### config.mk
export PLATFORM = sky130hd
export DESIGN_NAME = serial_cfg_loader
export DESIGN_NICKNAME = d
export VERILOG_FILES = /design/src/rtl/cfg_loader_pkg.sv /design/src/rtl/cfg_sync2.sv /design/src/rtl/cfg_shifter.sv /design/src/rtl/cfg_dest_bank.sv /design/src/rtl/serial_cfg_loader.sv
export SDC_FILE = /design/constraint.sdc
export NUM_CORES = 1
export LEC_CHECK = 0
export BUFFER_PORTS_ARGS = -buffer_cell sky130_fd_sc_hd__clkbuf_2
export CAP_MARGIN = 20
export CORE_MARGIN = 2
export CORE_UTILIZATION = 40
export CTS_CLUSTER_SIZE = 8
export DETAILED_ROUTE_END_ITERATION = 16
export PLACE_DENSITY = 0.7
export SYNTH_ARGS = -nofsm -noshare
export SYNTH_HDL_FRONTEND = slang
export SYNTH_HIERARCHICAL = 1
export SYNTH_SLANG_ARGS = --single-unit
### constraint.sdc
create_clock -name clk -period 3.3 [get_ports clk]
set_input_delay 0.33 -clock clk [delete_from_list [all_inputs] [get_ports clk]]
set_output_delay 0.33 -clock clk [all_outputs]
set_load 0.005 [all_outputs]
### src/rtl/cfg_loader_pkg.sv
package cfg_loader_pkg;

    // Loader sequencing states
    typedef enum logic [1:0] {
        ST_SHIFT  = 2'd0,
        ST_COMMIT = 2'd1,
        ST_HOLD   = 2'd2
    } ld_state_e;

    // Destination codes carried in the control field
    typedef enum logic [1:0] {
        DST_IF_REF = 2'd0,
        DST_RF_REF = 2'd1,
        DST_IF_DIV = 2'd2,
        DST_RF_DIV = 2'd3
    } dest_e;

endpackage

### src/rtl/cfg_sync2.sv
module cfg_sync2 #(
    parameter int W = 1
) (
    input  logic         clk,
    input  logic         rst_n,
    input  logic [W-1:0] d,
    output logic [W-1:0] q
);
    logic [W-1:0] meta_q;

    always_ff @(posedge clk or negedge rst_n) begin
        if (!rst_n) begin
            meta_q <= '0;
            q      <= '0;
        end else begin
            meta_q <= d;
            q      <= meta_q;
        end
    end
endmodule

### src/rtl/cfg_shifter.sv
module cfg_shifter #(
    parameter int W = 20
) (
    input  logic         clk,
    input  logic         rst_n,
    input  logic         shift_en,
    input  logic         bit_in,
    output logic [W-1:0] word_q
);
    // MSB-first: older bits move up; bits past the top fall off
    always_ff @(posedge clk or negedge rst_n) begin
        if (!rst_n)        word_q <= '0;
        else if (shift_en) word_q <= {word_q[W-2:0], bit_in};
    end
endmodule

### src/rtl/cfg_dest_bank.sv
module cfg_dest_bank #(
    parameter int NDEST = 4,
    parameter int REG_W = 18,
    localparam int SEL_W = $clog2(NDEST)
) (
    input  logic                         clk,
    input  logic                         rst_n,
    input  logic                         wr_en,
    input  logic [SEL_W-1:0]             wr_sel,
    input  logic [REG_W-1:0]             wr_data,
    output logic [NDEST-1:0][REG_W-1:0]  regs_q,
    output logic [NDEST-1:0]             stb_q
);
    for (genvar g = 0; g < NDEST; g++) begin : g_slot
        logic [REG_W-1:0] slot_q;
        logic             hit;
        logic             slot_stb_q;

        assign hit = wr_en && (wr_sel == SEL_W'(g));

        always_ff @(posedge clk or negedge rst_n) begin
            if (!rst_n) begin
                slot_q     <= '0;
                slot_stb_q <= 1'b0;
            end else begin
                slot_stb_q <= hit;
                if (hit) slot_q <= wr_data;
            end
        end

        assign regs_q[g] = slot_q;
        assign stb_q[g]  = slot_stb_q;
    end
endmodule

### src/rtl/serial_cfg_loader.sv
module serial_cfg_loader
    import cfg_loader_pkg::*;
#(
    parameter int CTRL_W      = 2,
    parameter int REF_DIV_W   = 14,
    parameter int REF_TEST_W  = 2,
    parameter int N_W         = 11,
    parameter int A_W         = 7,
    parameter int REF_DIV_MIN = 3
) (
    input  logic                  clk,
    input  logic                  rst_n,
    input  logic                  ser_clk,
    input  logic                  ser_data,
    input  logic                  ser_le,
    output logic [REF_DIV_W-1:0]  if_ref_div,
    output logic [REF_TEST_W-1:0] if_ref_test,
    output logic                  if_ref_cs,
    output logic [REF_DIV_W-1:0]  rf_ref_div,
    output logic [REF_TEST_W-1:0] rf_ref_test,
    output logic                  rf_ref_cs,
    output logic [N_W-1:0]        if_n,
    output logic [A_W-1:0]        if_a,
    output logic [N_W-1:0]        rf_n,
    output logic [A_W-1:0]        rf_a,
    output logic [3:0]            upd_stb
);
    localparam int NDEST  = 1 << CTRL_W;
    localparam int REF_W  = REF_DIV_W + REF_TEST_W + 1;
    localparam int DIV_W  = N_W + A_W;
    localparam int REG_W  = (REF_W > DIV_W) ? REF_W : DIV_W;
    localparam int KEEP_W = CTRL_W + REG_W;

    // Synchronised wires
    logic [2:0] sy_q;
    logic       sclk_s, sdat_s, le_s;
    logic       sclk_d, le_d;
    logic       sclk_rise, le_rise;

    cfg_sync2 #(.W(3)) u_sync (
        .clk   (clk),
        .rst_n (rst_n),
        .d     ({ser_clk, ser_data, ser_le}),
        .q     (sy_q)
    );

    assign sclk_s = sy_q[2];
    assign sdat_s = sy_q[1];
    assign le_s   = sy_q[0];

    always_ff @(posedge clk or negedge rst_n) begin
        if (!rst_n) begin
            sclk_d <= 1'b0;
            le_d   <= 1'b0;
        end else begin
            sclk_d <= sclk_s;
            le_d   <= le_s;
        end
    end

    assign sclk_rise = sclk_s & ~sclk_d;
    assign le_rise   = le_s & ~le_d;

    // Shift register (upper dummy bits shift out the top)
    logic              shift_en;
    logic [KEEP_W-1:0] shreg_q;

    cfg_shifter #(.W(KEEP_W)) u_shift (
        .clk      (clk),
        .rst_n    (rst_n),
        .shift_en (shift_en),
        .bit_in   (sdat_s),
        .word_q   (shreg_q)
    );

    // Word decode
    logic [CTRL_W-1:0]    dest_sel;
    logic [REG_W-1:0]     payload;
    logic                 is_ref;
    logic                 word_ok;

    assign dest_sel = shreg_q[CTRL_W-1:0];
    assign payload  = shreg_q[KEEP_W-1:CTRL_W];
    assign is_ref   = (dest_sel < CTRL_W'(2));
    assign word_ok  = !is_ref || (payload[REF_DIV_W-1:0] >= REF_DIV_W'(REF_DIV_MIN));

    // State machine
    ld_state_e state_q, state_d;
    logic      wr_en;

    always_ff @(posedge clk or negedge rst_n) begin
        if (!rst_n) state_q <= ST_SHIFT;
        else        state_q <= state_d;
    end

    always_comb begin
        state_d = state_q;
        unique case (state_q)
            ST_SHIFT:  if (le_rise) state_d = ST_COMMIT;
            ST_COMMIT: state_d = le_s ? ST_HOLD : ST_SHIFT;
            ST_HOLD:   if (!le_s) state_d = ST_SHIFT;
            default:   state_d = ST_SHIFT;
        endcase
    end

    always_comb begin
        shift_en = 1'b0;
        wr_en    = 1'b0;
        unique case (state_q)
            ST_SHIFT:  shift_en = sclk_rise;
            ST_COMMIT: wr_en    = word_ok;
            ST_HOLD:   ;
            default:   ;
        endcase
    end

    // Destination registers
    logic [NDEST-1:0][REG_W-1:0] regs_q;
    logic [NDEST-1:0]            stb_q;

    cfg_dest_bank #(.NDEST(NDEST), .REG_W(REG_W)) u_bank (
        .clk     (clk),
        .rst_n   (rst_n),
        .wr_en   (wr_en),
        .wr_sel  (dest_sel),
        .wr_data (payload),
        .regs_q  (regs_q),
        .stb_q   (stb_q)
    );

    assign if_ref_div  = regs_q[DST_IF_REF][REF_DIV_W-1:0];
    assign if_ref_test = regs_q[DST_IF_REF][REF_DIV_W +: REF_TEST_W];
    assign if_ref_cs   = regs_q[DST_IF_REF][REF_DIV_W+REF_TEST_W];
    assign rf_ref_div  = regs_q[DST_RF_REF][REF_DIV_W-1:0];
    assign rf_ref_test = regs_q[DST_RF_REF][REF_DIV_W +: REF_TEST_W];
    assign rf_ref_cs   = regs_q[DST_RF_REF][REF_DIV_W+REF_TEST_W];
    assign if_a        = regs_q[DST_IF_DIV][A_W-1:0];
    assign if_n        = regs_q[DST_IF_DIV][A_W +: N_W];
    assign rf_a        = regs_q[DST_RF_DIV][A_W-1:0];
    assign rf_n        = regs_q[DST_RF_DIV][A_W +: N_W];
    assign upd_stb     = stb_q[3:0];

    // Reference slots are wider than their fields; the spare bits are unused
    if (REG_W > REF_W) begin : g_spare
        logic unused_ref_spare;
        assign unused_ref_spare = ^{regs_q[DST_IF_REF][REG_W-1:REF_W],
                                    regs_q[DST_RF_REF][REG_W-1:REF_W]};
    end
endmodule

; Word level (Yosys, flattened, before mapping)
; Index checks and enable logic that the tools add are counted.
[totals]
regBits = 104
[op_classes]
eq_ne = 7
n_lt_le_gt_ge = 2
bitwise = 4
n_mux = 6
n_reduce_logical = 9
[op_table]
columns = cell, count
row1 = $ge 14x2->1 const B, 1
row2 = $eq 2x2->1 const B, 3
row3 = $mux 2, 3
row4 = $pmux 2 s3, 1
row5 = $eq 2x1->1 const B, 2
row6 = $logic_and 1x1->1, 4
row7 = $logic_not 2->1, 2
row8 = $ne 2x2->1 const B, 2
row9 = $and 1x1->1, 2
row10 = $lt 2x2->1 const B, 1
row11 = $mux 1, 2
row12 = $not 1->1, 2
row13 = $reduce_and 2->1, 1
row14 = $logic_not 1->1, 1
row15 = $logic_or 1x1->1, 1

; Longest topological paths before layout
[depth]
ltp_word = 5
mapped_depth = 6
mapped_depth_nobuf = 4

; By module
; Netlist, hierarchy kept.
[by_module_without_submodules]
columns = module, seq_area_each_um2, n_inst, area_each_um2, cells_per_inst
row1 = cfg_dest_bank, 1901.8, 1, 2971.6, 166
row2 = cfg_shifter, 500.5, 1, 823.3, 42
row3 = serial_cfg_loader, 100.1, 1, 183.9, 14
row4 = cfg_sync2, 150.1, 1, 150.1, 6

; Least setup slack after synthesis
; Ideal clock, no wire load.
[synth_timing]
path_type = flip-flop to flip-flop
from = register state_q[1]
to = register u_bank.g_slot[0].slot_q[8]
setup_slack_ns = 1.506
t_arrival_ns = 1.667
path_stages_with_launch = 7
synth_period_minus_slack_ns = 1.794
cell_sequence = dfrtp_1 nand2b_1 a41oi_1 nor3b_2 buf_6 buf_6 mux2_1
[synth_between]
elab_chain_len = 3
[synth_lines]
columns = item, line_no
row1 = "start, declared", serial_cfg_loader.sv:88  ; ld_state_e state_q, state_d;
row2 = "start signal, assigned", serial_cfg_loader.sv:93  ; else state_q <= state_d;
row3 = $eq 2x1->1, serial_cfg_loader.sv:109  ; unique case (state_q)
row4 = $mux 1, serial_cfg_loader.sv:109
row5 = via wr_en, serial_cfg_loader.sv:89  ; logic wr_en;
row6 = $logic_and 1x1->1, cfg_dest_bank.sv:19  ; assign hit = wr_en && (wr_sel == SEL_W'(g));
row7 = via u_bank.g_slot[0].hit, cfg_dest_bank.sv:16  ; logic hit;
row8 = "end signal, assigned", cfg_dest_bank.sv:27  ; if (hit) slot_q <= wr_data;
row9 = "end, declared", cfg_dest_bank.sv:15  ; logic [REG_W-1:0] slot_q;
; The timed path passes the listed nets, and every way through them passes these cells.
; A chain may end at the register's enable or synchronous reset.

; Worst setup path after layout
[layout_timing]
from = register u_shift.word_q[9]
to = register u_bank.g_slot[1].slot_q[6]
[layout_between]
elab_chain_len = 4
[layout_lines]
columns = item, line_no
row1 = "start, declared", cfg_shifter.sv:8  ; output logic [W-1:0] word_q
row2 = "start signal, assigned", cfg_shifter.sv:13  ; else if (shift_en) word_q <= {word_q[W-2:0], bit_in};
row3 = $ge 14x2->1, serial_cfg_loader.sv:85  ; assign word_ok = !is_ref || (payload[REF_DIV_W-1:0] >= REF_DIV_W'(REF_DIV_MIN));
row4 = $logic_or 1x1->1, serial_cfg_loader.sv:85
row5 = $mux 1, serial_cfg_loader.sv:109
row6 = via wr_en, serial_cfg_loader.sv:89
row7 = $logic_and 1x1->1, cfg_dest_bank.sv:19
row8 = "end signal, assigned", cfg_dest_bank.sv:27
row9 = "end, declared", cfg_dest_bank.sv:15
; The timed path passes the listed nets, and every way through them passes these cells.

==> reports/results.txt <==
The slowest stage of the critical path is the sky130_fd_sc_hd__dfrtp_1 cell. Once detail routing completed, the nets flagged for antenna violations numbered 0. The die covers 11000 um^2.

Headroom to the max-slew limit: 59.8%. The met1 demand-to-capacity share in global routing is 21.3%. Setup repair after global routing left no endpoint under its margin. The final layout contains 313 nets. The share of post-route cells with drive strength above 1 is 59.4%, and the shortest clock period the worst path allows after layout is 2.38 ns. The number of setup buffers added after CTS is 0, and the aggregate negative setup slack is 0 ns. The post-synth net total is 229.

The final hold violation count is 0, and the total internal power is 0.00224 W. The CTS clock-pin slew for the worst setup and hold paths was 0.10 ns; the count of TritonRoute iterations in the first routing pass was 4. The type of the tightest min-delay check was input port to register. The number of vias after detailed routing is 2082. The tools report the maximum number of pins on one net before global-route repair as 45. In the final layout, the multi-input gates occupy 1330 um^2.

For this design the total switching power over the nets is 0.000940 W. The power per cell area was 670 nW/um^2. Global routing used 4.74% of the available met3 tracks. Slew of the pin with the lowest slew margin: 0.602 ns. The floorplan has 36 rows. For this run, the total global-route usage over all layers was measured as 14.7%. The logs give 0.0126 ns for the post-route clock skew and 0 for the max-cap check violation count. Once the floorplan was initialized, standard cells occupied 41.3% of the core.

From bottom edge to top edge, the die measures 105 um. The per-cell via count in the routed design was 4.67; the number of buffers inserted during clock tree synthesis was 9. Synthesis handed over a netlist of 224 instances. The endpoint required time on the critical path came out at 3.56 ns. The floorplan step set the die width to 105 um. The first routing iteration left 70 violations. VDD sags by at most 345 uV. In this run switching power makes up 29.6% of total power. TritonCTS built the clock tree.

For flop-to-flop paths, the worst setup slack is 0.92 ns. Of the total power, combinational logic draws 20.2%. The most common cell after layout, fill and taps aside was sky130_fd_sc_hd__dfrtp_1. The register area came out at 2600 um^2. Setup violations remaining at the end of the flow were counted as 0. After clock tree synthesis, the repair step resized 0 gates. The cell sitting at the root of the clock tree is a sky130_fd_sc_hd__clkbuf_8. The delay of the slowest critical-path stage works out to 0.47 ns.

Once detailed placement completed, the half-perimeter wirelength came to 4920 um. Along the worst path, the maximum fanout reaches 12. The library cells used most frequently in the layout, excluding fill and tap cells, are sky130_fd_sc_hd__dfrtp_1 (104), sky130_fd_sc_hd__clkbuf_2 (77), sky130_fd_sc_hd__mux2_4 (47), sky130_fd_sc_hd__mux2_2 (34).

For the worst setup path, the data arrival time is 2.65 ns. In this run the mean area of a mapped cell was 18.1 um^2. The peak clock frequency supported by timing is 0.420 GHz, and the H-tree depth reported by CTS is 3. The filler cells instantiated in the layout total 888.

The region available for standard cell placement spans 9820 um^2. The tools report the number of antenna violations at the first check in global routing as 0. The layout-stage area growth over the synthesis result was 17.0%. After layout, the design draws a total of 0.00318 W.

The share of total power dissipated in sequential elements is 56.2%. Walking the worst path, the cells encountered are nor4_1, a41oi_1, nand3b_1, buf_4, mux2_2. Of the total power, the clock network draws 23.6%.

Nature of the critical path startpoint: a register. For this run, the number of standard cells in the final layout without fillers is 446. The repair_antennas step left the layout with diodes totalling 0. The top-level I/O count is 79, and the later-pin clock latency in the skew report is 0.37 ns. The congestion estimate from routability-driven global placement came to 0.736. The logs give 4060 um^2 for the area of the mapped netlist and 0 for the aggregate global routing overflow. In this run, placement finished with an instance count of 429. The run gives 0 as the final-report max-slew violation count. Category of the critical setup timing path: register to register. Counting every sink on the clock net gives 104. The logs give 7430 um for the post-detailed-routing wire length and 2208 for the via count of the first global-routing pass. The analysis attributes to cell leakage a power of 2.57 nW.

Global routing used 21.4% of the available met2 tracks. In this run the tool buffered the top-level ports with 78 buffer cells. The flow ran to the end, and the final reports show no timing, DRC or antenna violations.

The first global-routing pass estimated 12500 um of wire. The busiest layer in global routing is met2. After detailed routing, the average wire length per cell comes to 16.7 um. The post-detailed-route DRC marker count is 0, and the Yosys warning count is 6. The maximum root-to-sink buffer count is 2.

After layout, the worst path uses 72.2% of the clock period. Endpoint class of the critical path: a register.
## path summary, 6_finish.rpt
check                      depth (start not counted)         startpoint                           to
max                                                5  u_shift/word_q[9]   u_bank/g_slot[1].slot_q[6]
min                                                1             ser_le             u_sync/meta_q[0]
max reg2reg                                        5  u_shift/word_q[9]   u_bank/g_slot[1].slot_q[6]
min reg2reg                                        0   u_sync/meta_q[1]                  u_sync/q[1]
max in group asynchronous                          3              rst_n   u_bank/g_slot[0].slot_q[1]
min in group asynchronous                          2              rst_n  u_bank/g_slot[0].slot_stb_q
## stage by stage
step / setup slack, ns / hold slack [ns] / utilization, % / instance area, um^2
floorplan: 1.51 / 0.0344 / - / 4060
global placement: 0.911 / 0.339 / 46.4 / 4550
detailed placement: 0.907 / 0.336 / 46.4 / 4550
CTS: 0.889 / 0.0458 / 48.3 / 4750
global route: 0.835 / 0.0399 / 48.3 / 4750
finish: 0.917 / 0.0589 / 48.3 / 4750
## repair_timing
item	CTS	global route
hold endpoints to repair	42	0
endpoints found under the setup margin	0	0
hold buffers	1	0
## worst max-delay path, delay by kind of cell (launching register included)
kind	cells	cell delay, ns
AO/OA/AOI/OAI	1	0.28
buffers and inverters	1	0.35
flip-flops	1	0.47
multiplexers	1	0.37
AND/OR/NAND/NOR	2	0.80
## layout make-up
cell class | count | area share, %
flip-flops and latches | 104 | 54.8
multi-input cells | 104 | 27.9
repair buffers | 86 | 9.59
well taps | 133 | 3.51
clock buffers | 9 | 2.61
clock inverters | 7 | 1.29
inverters | 3 | 0.237
## power by group through the flow
stage                     Combinational (W)  Sequential (W)  Clock (W)
after floorplan                    0.000385         0.00176          0
after global placement             0.000637         0.00181          0
after detailed placement           0.000651         0.00182          0
after CTS                          0.000654         0.00180   0.000779
after global routing               0.000700         0.00184   0.000836
final                              0.000641         0.00179   0.000750
## sequential cells by signal (all words and copies together) (netlist names)
name	cells
u_bank/g_slot.slot_q	70
u_shift/word_q	20
u_bank/g_slot.slot_stb_q	4
u_sync/meta_q	3
u_sync/q	3
state_q	2
le_d	1
sclk_d	1
## metal layers
metal | vias up | wire length [um]
met5 | - | 0
met3 | 13 | 374
li1 | 955 | -
met4 | 0 | 98
met2 | 57 | 3320
met1 | 1057 | 3640
Power figures use the tool's default switching activity.
